`config.mk`:
```
export PLATFORM = sky130hd
export DESIGN_NAME = prescaled_interval_timer
export DESIGN_NICKNAME = d
export VERILOG_FILES = /design/src/rtl/prescaled_interval_timer.sv
export SDC_FILE = /design/constraint.sdc
export NUM_CORES = 1
export LEC_CHECK = 0
export ABC_AREA = 0
export BUFFER_PORTS_ARGS = -buffer_cell sky130_fd_sc_hd__buf_2
export CORE_MARGIN = 2
export CORE_UTILIZATION = 56
export CTS_BUF_LIST = sky130_fd_sc_hd__clkbuf_16
export DETAILED_ROUTE_END_ITERATION = 6
export MAX_ROUTING_LAYER = met4
export PLACE_DENSITY = 0.86
export SLEW_MARGIN = 20
export SYNTH_ARGS = -nofsm -noshare
export SYNTH_HDL_FRONTEND = slang
export SYNTH_SLANG_ARGS = --single-unit
```
`constraint.sdc`:
```
create_clock -name clk_i -period 2.7 [get_ports clk_i]
set_input_delay 0.135 -clock clk_i [delete_from_list [all_inputs] [get_ports clk_i]]
set_output_delay 0.135 -clock clk_i [all_outputs]
set_load 0.03 [all_outputs]
```
`src/rtl/prescaled_interval_timer.sv`:
```
module prescaled_interval_timer #(
  parameter int CNT_W      = 8,
  parameter int DIV_A_LOG2 = 4,
  parameter int DIV_B_LOG2 = 8,
  parameter int DIV_C_LOG2 = 12
) (
  input  logic             clk_i,
  input  logic             rst_ni,
  input  logic             tin_i,
  input  logic [CNT_W-1:0] preset_i,
  input  logic [1:0]       div_sel_i,
  input  logic [2:0]       mode_i,
  output logic             tmr_o
);

  localparam int PRE_W = DIV_C_LOG2;
  localparam logic [2:0] M_COUNT = 3'b001;
  localparam logic [2:0] M_RISE  = 3'b010;
  localparam logic [2:0] M_FALL  = 3'b011;
  localparam logic [2:0] M_BOTH  = 3'b100;

  logic             sync_a, sync_b, sync_d;
  logic             rise, fall, qual, mode_ok, tick;
  logic             busy_q;
  logic [CNT_W-1:0] cnt_q;
  logic [PRE_W-1:0] pre_q;

  always_ff @(posedge clk_i or negedge rst_ni) begin
    if (!rst_ni) begin
      sync_a <= 1'b0;
      sync_b <= 1'b0;
      sync_d <= 1'b0;
    end else begin
      sync_a <= tin_i;
      sync_b <= sync_a;
      sync_d <= sync_b;
    end
  end

  assign rise = sync_b & ~sync_d;
  assign fall = ~sync_b & sync_d;

  always_comb begin
    mode_ok = 1'b1;
    case (mode_i)
      M_COUNT: qual = fall & ~busy_q;
      M_RISE:  qual = rise;
      M_FALL:  qual = fall;
      M_BOTH:  qual = rise | fall;
      default: begin
        qual    = 1'b0;
        mode_ok = 1'b0;
      end
    endcase
  end

  always_comb begin
    case (div_sel_i)
      2'd0:    tick = 1'b1;
      2'd1:    tick = &pre_q[DIV_A_LOG2-1:0];
      2'd2:    tick = &pre_q[DIV_B_LOG2-1:0];
      default: tick = &pre_q;
    endcase
  end

  always_ff @(posedge clk_i or negedge rst_ni) begin
    if (!rst_ni) begin
      busy_q <= 1'b0;
      cnt_q  <= '0;
      pre_q  <= '0;
    end else if (!mode_ok) begin
      busy_q <= 1'b0;
      cnt_q  <= '0;
      pre_q  <= '0;
    end else if (qual) begin
      busy_q <= 1'b1;
      cnt_q  <= preset_i;
      pre_q  <= '0;
    end else if (busy_q) begin
      pre_q <= pre_q + 1'b1;
      if (cnt_q == '0)
        busy_q <= 1'b0;
      else if (tick)
        cnt_q <= cnt_q - 1'b1;
    end
  end

  assign tmr_o = busy_q & mode_ok;

  a_r10_idle_clears: assert property (@(posedge clk_i) disable iff (!rst_ni)
    !mode_ok |=> (!busy_q && cnt_q == '0));

  a_r7_load_preset: assert property (@(posedge clk_i) disable iff (!rst_ni)
    (mode_ok && qual) |=> (busy_q && cnt_q == $past(preset_i)));

  a_r3_hold_between_ticks: assert property (@(posedge clk_i) disable iff (!rst_ni)
    (mode_ok && busy_q && !qual && !tick && cnt_q != '0) |=> (busy_q && cnt_q == $past(cnt_q)));

  a_r3_step_on_tick: assert property (@(posedge clk_i) disable iff (!rst_ni)
    (mode_ok && busy_q && !qual && tick && cnt_q != '0) |=> (cnt_q == $past(cnt_q) - 1'b1));

  a_r4_release_after_zero: assert property (@(posedge clk_i) disable iff (!rst_ni)
    (mode_ok && busy_q && !qual && cnt_q == '0) |=> !busy_q);

  a_r5_no_retrigger: assert property (@(posedge clk_i) disable iff (!rst_ni)
    (mode_i == M_COUNT && busy_q && cnt_q != '0) |=> (busy_q && cnt_q <= $past(cnt_q)));

endmodule

```
# [After elaboration in Yosys (flattened, before gate mapping)]
# Index checks and enable logic that the tools add are counted.
[word_totals] regBits=24 inputBits=16 output_inout_bits=1 word_cells=47
[classes] addsub=2 n_eq_ne=9 muxes=15 bitwise=8 n_reduce_logical=7
[op_table] op="8-bit two-way mux" count=5
[op_table] op="12-bit two-way mux" count=3
[op_table] op="12-bit by 1-bit adder with 12-bit output (second input constant)" count=1
[op_table] op="12-bit AND reduction" count=1
[op_table] op="8-bit zero test" count=1
[op_table] op="8-bit AND reduction" count=1
[op_table] op="8-bit by 1-bit subtractor with 8-bit output (second input constant)" count=1
[op_table] op="3-bit by 2-bit == test with 1-bit output (second input constant)" count=2
[op_table] op="3-bit by 2-bit inequality test with 1-bit output (second input constant)" count=2
[op_table] op="1-bit two-way mux" count=5
[op_table] op="1-bit bitwise AND" count=4
[op_table] op="1-bit one-hot mux with 4 select lines" count=1
[op_table] op="4-bit AND reduction" count=1
[op_table] op="4-bit OR reduction" count=1
[op_table] op="3-bit by 1-bit == test with 1-bit output (second input constant)" count=1
[op_table] op="3-bit == test (second input constant)" count=1
[op_table] op="3-bit inequality test (second input constant)" count=1
[op_table] op="1-bit NOT" count=3
[op_table] op="1-bit one-hot mux with 3 select lines" count=1
[op_table] op="3-bit AND reduction" count=1
[op_table] op="2-bit by 1-bit == test with 1-bit output (second input constant)" count=1
[op_table] op="2-bit == test (second input constant)" count=1
[op_table] op="2-bit zero test" count=1
[op_table] op="1-bit bitwise OR" count=1

# [Depth between registers and ports, before layout]
# Gate-level depths: netlist of run 1.
[logic_depth] word_depth=7 mapped_depth=8 ltp_nobuf=7

# [Worst setup path after synthesis of run 1]
# Ideal clock, no wire load.
[synth_timing] kind="register to register" startpoint="reg sync_b" endpoint="reg cnt_q[6]" setup_ns=0.103 arrival_ns=1.974 t_required_ns=2.597 path_slack_ns=0.622 stages_incl_launch_ff=9 n_path_buf=1 synth_period_minus_slack_ns=2.078 path_cell_list="dfrtp_1 > inv_1 > ha_1 > or4b_4 > o31ai_2 > nor3_2 > and2_1 > buf_6 > o41ai_2"
[synth_via] elab_chain_len=6 elab_cells_between_ends=12 cone_classes="eq/ne (3); mux (3); bitwise (5); reduce/logical (1)"
[synth_lines] item="start, declared" line_no="22" rtl="logic sync_a, sync_b, sync_d;"
[synth_lines] item="start signal, assigned" line_no="35" rtl="sync_b <= sync_a;"
[synth_lines] item="1-bit NOT" line_no="41" rtl="assign fall = ~sync_b & sync_d;"
[synth_lines] item="1-bit bitwise AND" line_no="41"
[synth_lines] item="1-bit bitwise OR / 1-bit bitwise AND (equally long branches)" line_no="49, 46"
[synth_lines] item="1-bit one-hot mux with 4 select lines (*)" line_no="45" rtl="case (mode_i)"
[synth_lines] item="3-bit inequality test (no source line) (tied with other cells)"
[synth_lines] item="3-bit AND reduction (no source line) / 8-bit two-way mux (equally long branches)"
[synth_lines] item="end signal, assigned" line_no="77" rtl="cnt_q <= preset_i;"
[synth_lines] item="end signal, assigned" line_no="84" rtl="cnt_q <= cnt_q - 1'b1;"
[synth_lines] item="end, declared" line_no="25" rtl="logic [CNT_W-1:0] cnt_q;"
# Every way passes the cells marked *; elsewhere a longest branch is shown, timed or not.
# A chain may end at the register's enable or synchronous reset.

# [Final worst setup path of run 1]
# Ends and elaborated chain as after synthesis.

==> results of run 1 <==
per-stage QoR:
step / util (%) / worst slack, ps / total power [mW]
2_1_floorplan: - / 622.1 / 0.7572
3_3_place_gp: 64.71 / 583.9 / 0.8307
3_5_place_dp: 64.71 / 496.1 / 0.8441
4_1_cts: 68.88 / 469.2 / 1.156
5_1_grt: 68.88 / 315.1 / 1.217
6_report: 68.88 / 468.4 / 1.154
cell type report:
class                           count  share of cell area [%]
Tap cell                           28                   2.235
Sequential cell                    24                   38.31
Multi-Input combinational cell    112                   47.09
Timing Repair Buffer               18                   6.385
Clock buffer                        3                   4.789
Inverter                            5                   1.197
power by group:
part           switching (mW)  internal [mW]  leakage (nW)
logic                   0.196          0.165         0.338
registers              0.0746          0.412         0.320
clock network           0.111          0.195        0.0370
total                   0.381          0.772         0.695
per-layer routing:
metal  wire length [microns]  global-route usage, %  vias up
li1                        -                      -      551
met1                    1212                  27.24      540
met2                    1388                  41.77       19
met3                      95                  4.167        2
met4                      14                  7.692        0
met5                       0                      -        -
worst min-delay path by stage:
| stage | cells past startpoint | end | startpoint | slack, ps |
|---|---|---|---|---|
| floorplan | 0 | busy_q | rst_ni | -160 |
| global placement | 1 | cnt_q[5] | rst_ni | 140 |
| detailed placement | 1 | cnt_q[7] | rst_ni | 140 |
| CTS | 3 | cnt_q[0] | preset_i[0] | 150 |
| global route | 3 | cnt_q[0] | preset_i[0] | 180 |
| finish | 3 | cnt_q[0] | preset_i[0] | 150 |
tightest hold or removal path, stage by stage:
cell	delay [ps]
buf_2	90
nand2_1	60
a22oi_1	60
sequential cells by signal, summed over array words and instances, names as in the netlist:
signal and flops:
pre_q 12, cnt_q 8, busy_q 1, sync_a 1, sync_b 1, sync_d 1
cell families (layout without fill, tap and decap cells):
kind of cell | count (synthesis) | count (layout) | synth area share [%]
AOI/OAI and AO/OA | 19 | 19 | 10.35
adders and majority gates | 5 | 5 | 4.541
muxes | 4 | 4 | 2.907
DFF | 24 | 24 | 43.60
buffers and inverters | 8 | 26 | 2.815
xor gates and xnor gates | 17 | 17 | 10.81
and+or+nand+nor | 67 | 67 | 24.98
synthesized netlist by cell type:
cell,number,area [sq um]
dfrtp_1,24,600.6
nor2_1,17,63.81
nand3_1,13,65.06
nand2_1,11,41.29
xor2_1,9,78.83
nor3_1,8,40.04
xnor2_1,8,70.07
nand4_1,6,37.54
o31ai_1,6,45.04
a21oi_1,5,25.02
ha_1,5,62.56
inv_1,5,18.77
mux2i_1,4,40.04
and2_1,2,12.51
nor4_1,2,12.51
o21ai_0,2,10.01
or3_2,2,15.01
a21o_1,1,7.510
a22oi_1,1,7.510
and3_1,1,6.260
buf_2,1,5.000
buf_6,1,11.26
clkbuf_1,1,3.750
nand4_2,1,12.51
nor2b_1,1,6.260
nor3_2,1,10.01
nor3b_1,1,7.510
o31a_1,1,8.760
o31a_2,1,10.01
o31ai_2,1,12.51
o41ai_2,1,16.27
or4b_4,1,13.76
==> out/metrics.csv, run 1 <==
metric,value,unit
vias,1112,
slew_violations,0,
start_util,60.53,%
criticalPathCategory,flip-flop to flip-flop,
antenna_found_initial,0,
cts_made_buffers,3,
critPathSlowestCell,or4b_4,
ys_seq_elements,24,
netlist_area,1378,sq um
yosysSeqAreaShare,43.60,%
slowest_delay,490,ps
synth_fp_nets,165,
grt_pass1_vias,1117,
place_congestion,0.8714,
netlist_instances,144,
hold_viol,0,
cp_max_fo,9,
avgSynthCellArea,9.566,sq um
nFillCells,159,
drt_iter0_drc,19,
fin_crit,2232,ps
final.setup.tns,0,ps
grt.total_usage,23.66,%
core,2276,sq um
maxCapViolCount,0,
worstPathArrival,2380,ps
cts_buffer_depth,2,
design.portCount,17,
p_per_area,735.9,nW/um^2
h-tree-depth,1,
portBuffers,16,
crit_buf_inv,1,
num_rows,17,
overflow,0,
hold_buffers,2,
cts.sinks,24,
clk_pin_slew,60,ps
required,2850,ps
place_area,1473,sq um
drive_gt1_share,16.67,%
max_freq,448.1,MHz
tightest_slew,732.5,ps
crit_chain,inv_1 > ha_1 > or4b_4 > o31ai_2 > nor3_2 > and2_1 > o41ai_2,
setup_viol,0,
cts_tree,built,
cp.depth,7,
die_y,53.60,microns
drt_wl_total,2711,microns
p_leak,0.6948,nW
syn2layout_area_growth,13.81,%
postCtsSetupRepairBufs,0,
cts_resized,0,
r2r_start,sync_b,
clock_skew,5.822,ps
worst_path_dominant_cell_family,simple AND/OR/NAND/NOR gates,
rsz0062_at_grt,false,
grt_max_degree,25,
final_common_cell,dfrtp_1,
slew_headroom,51.00,%
root_buffer,clkbuf_16,
yosys_warnings,0,
die_w,53.60,microns
nNetsFinal,185,
multi_input_area,738.2,sq um
grt_pass1_wl,4657,microns
post-route-cell-area,1568,sq um
via_per_inst,5.853,
placedCellCount,185,
hp-class,primary input to flip-flop,
regArea,600.6,sq um
clock_latency,250,ps
vdd_drop_max,456.1,uV
place_hpwl,1947,microns
diodes,0,
regToRegEndpoint,cnt_q[6],
endpoint,cnt_q[6],
drtAntennaViolNets,0,
fin_crit_sh,82.65,%
cp-start-kind,flip-flop,
critPathCaptureType,flip-flop,
route.detailed.drc,0,
status,"finished, final reports clean",
firstDrtPassIters,4,
routedWlPerCell,14.27,microns
fin_cells,190,
reg2reg_slack,470,ps
timing.hold.ws,147.0,ps
final_cell_mix,"dfrtp_1, nor2_1, buf_2, nand3_1, nand2_1",
ys_types,32,
rr_worst_depth,7,
cp-startpoint,sync_b,
die_area,2872,sq um
(Power assumes the default switching activity.)
==> inputs of run 2 (changes only) <==
clock period = 2.26 ns   (was 2.7 ns; I/O delays follow)
==> run 2 against run 1 <==
Against the previous run:
- via count is 6.4% higher
- sequential cell count unchanged
- routed wire length rose by 6.3%
- largest cell class unchanged
- cell area is 1.9% higher
- non-clock buffer count grew 4
- largest power group unchanged
- core utilization increased by 1.3 points
- combinational power up 20%
- clock-buffer cell count stayed put
- maximum frequency grew 4.0%
- critical path type unchanged
- hold slack lost 26 ps
- die area unchanged
- cell count up 2.1%
==> out/metrics.csv, run 2 (synthesized netlist as in run 1, its figures left out) <==
metric,value,unit,change
vias,1183,,was 1112
diodes,0,,unchanged
required,2410,ps,was 2850 ps
cts.sinks,24,,unchanged
fin_crit,2145,ps,was 2232 ps
final.setup.tns,0,ps,unchanged
crit_chain,inv_1 > ha_1 > or4b_4 > o31a_2 > nand2_1 > nor3_1 > o41ai_2,,was inv_1 > ha_1 > or4b_4 > o31ai_2 > nor3_2 > and2_1 > o41ai_2
endpoint,cnt_q[6],,unchanged
drtAntennaViolNets,0,,unchanged
antenna_found_initial,0,,unchanged
hp-class,primary input to flip-flop,,unchanged
portBuffers,16,,unchanged
critPathCaptureType,flip-flop,,unchanged
route.detailed.drc,0,,unchanged
largest_reg_flops,12,,unchanged
via_per_inst,6.098,,was 5.853
final_cell_mix,"dfrtp_1, nor2_1, buf_2, nand3_1, nand2_1",,unchanged
top_register,pre_q,,unchanged
timing.hold.ws,120.8,ps,was 147.0 ps
num_rows,17,,unchanged
start_util,60.53,%,unchanged
vdd_drop_max,598.4,uV,was 456.1 uV
slew_headroom,62.12,%,was 51.00%
max_freq,466.1,MHz,was 448.1 MHz
grt_pass1_wl,4926,microns,was 4657 microns
hold_viol,0,,unchanged
status,"finished, final reports clean",,unchanged
post-route-cell-area,1598,sq um,was 1568 sq um
cp-startpoint,sync_b,,unchanged
h-tree-depth,1,,unchanged
setup_viol,0,,unchanged
overflow,0,,unchanged
firstDrtPassIters,4,,unchanged
cts_tree,built,,unchanged
design.portCount,17,,unchanged
maxCapViolCount,0,,unchanged
setup_slack,114.5,ps,was 468.4 ps
clock_latency,250,ps,about the same
dp_slack,98.03,ps,was 496.1 ps
place_hpwl,2104,microns,was 1947 microns
cp-start-kind,flip-flop,,unchanged
rr_worst_depth,7,,unchanged
core,2276,sq um,unchanged
slowest_delay,500,ps,was 490 ps
cts_made_buffers,3,,unchanged
reg2reg_slack,110,ps,was 470 ps
hold_buffers,2,,unchanged
clk_pin_slew,60,ps,about the same
syn2layout_area_growth,15.99,%,was 13.81%
fin_util,70.20,%,was 68.88%
grt.total_usage,24.73,%,was 23.66%
placedCellCount,189,,was 185
place_congestion,0.8005,,was 0.8714
drt_iter0_drc,36,,was 19
worstPathArrival,2300,ps,was 2380 ps
tightest_slew,566.2,ps,was 732.5 ps
place_area,1503,sq um,was 1473 sq um
clock_skew,2.127,ps,was 5.822 ps
reg_top3,"pre_q (12), cnt_q (8)",,unchanged
rsz0062_at_grt,false,,unchanged
die_area,2872,sq um,unchanged
routedWlPerCell,14.85,microns,was 14.27 microns
final_common_cell,dfrtp_1,,unchanged
drive_gt1_share,18.67,%,was 16.67%
p_total,1.385,mW,was 1.154 mW
fin_cells,194,,was 190
slew_violations,0,,unchanged
die_y,53.60,microns,unchanged
fin_crit_sh,94.93,%,was 82.65%
root_buffer,clkbuf_16,,unchanged
cts_resized,0,,unchanged
postCtsSetupRepairBufs,0,,unchanged
die_w,53.60,microns,unchanged
grt_max_degree,25,,unchanged
nNetsFinal,189,,was 185
grt_pass1_vias,1165,,was 1117
p_leak,0.7140,nW,was 0.6948 nW
cts_buffer_depth,2,,unchanged
cp_max_fo,9,,unchanged
drt_wl_total,2881,microns,was 2711 microns
r2r_start,sync_b,,unchanged
regToRegEndpoint,cnt_q[6],,unchanged
criticalPathCategory,flip-flop to flip-flop,,unchanged
p_per_area,866.7,nW/um^2,was 735.9 nW/um^2
critPathSlowestCell,or4b_4,,unchanged
==> run 2: cell type report <==
cell class | count | area, sq um
multi-input combinational | 112 | 738.2
fill | 174 | 678.2
sequential | 24 | 600.6
timing repair buffer | 22 | 130.1
clock buffer | 3 | 75.07
tap | 28 | 35.03
inverter | 5 | 18.77
==> run 2: report_power, final <==
part	switching, mW	total (mW)	leakage, nW	internal (mW)
clock network	0.140	0.373	0.0370	0.234
registers	0.0858	0.578	0.320	0.493
logic	0.229	0.433	0.357	0.204
==> run 2: worst min path at each step <==
stage                startpoint  slack (ps)  depth (start not counted)       end
floorplan                rst_ni        -180                          0    busy_q
global placement         rst_ni         120                          1  cnt_q[4]
detailed placement       rst_ni         120                          1  cnt_q[4]
CTS                 preset_i[0]         110                          3  cnt_q[0]
global route        preset_i[0]         140                          3  cnt_q[0]
finish              preset_i[0]         120                          3  cnt_q[0]
==> run 2: worst max-delay path, delay by kind of cell (launching register included) <==
family          cells  cell delay [ps]
compound gates      2              420
fa+ha+maj           1              290
buf+inv             1               50
flops               1              370
simple gates        3              920
==> run 2: routing by layer <==
| metal | wire length, microns | part of all wire [%] | GRT usage (%) | vias up |
|---|---|---|---|---|
| met5 | 0 | 0 | - | - |
| met4 | 35 | 1.2 | 8.120 | 0 |
| met3 | 127 | 4.4 | 4.444 | 5 |
| met2 | 1506 | 52 | 44.86 | 36 |
| met1 | 1212 | 42 | 27.24 | 582 |
| li1 | - | - | - | 560 |
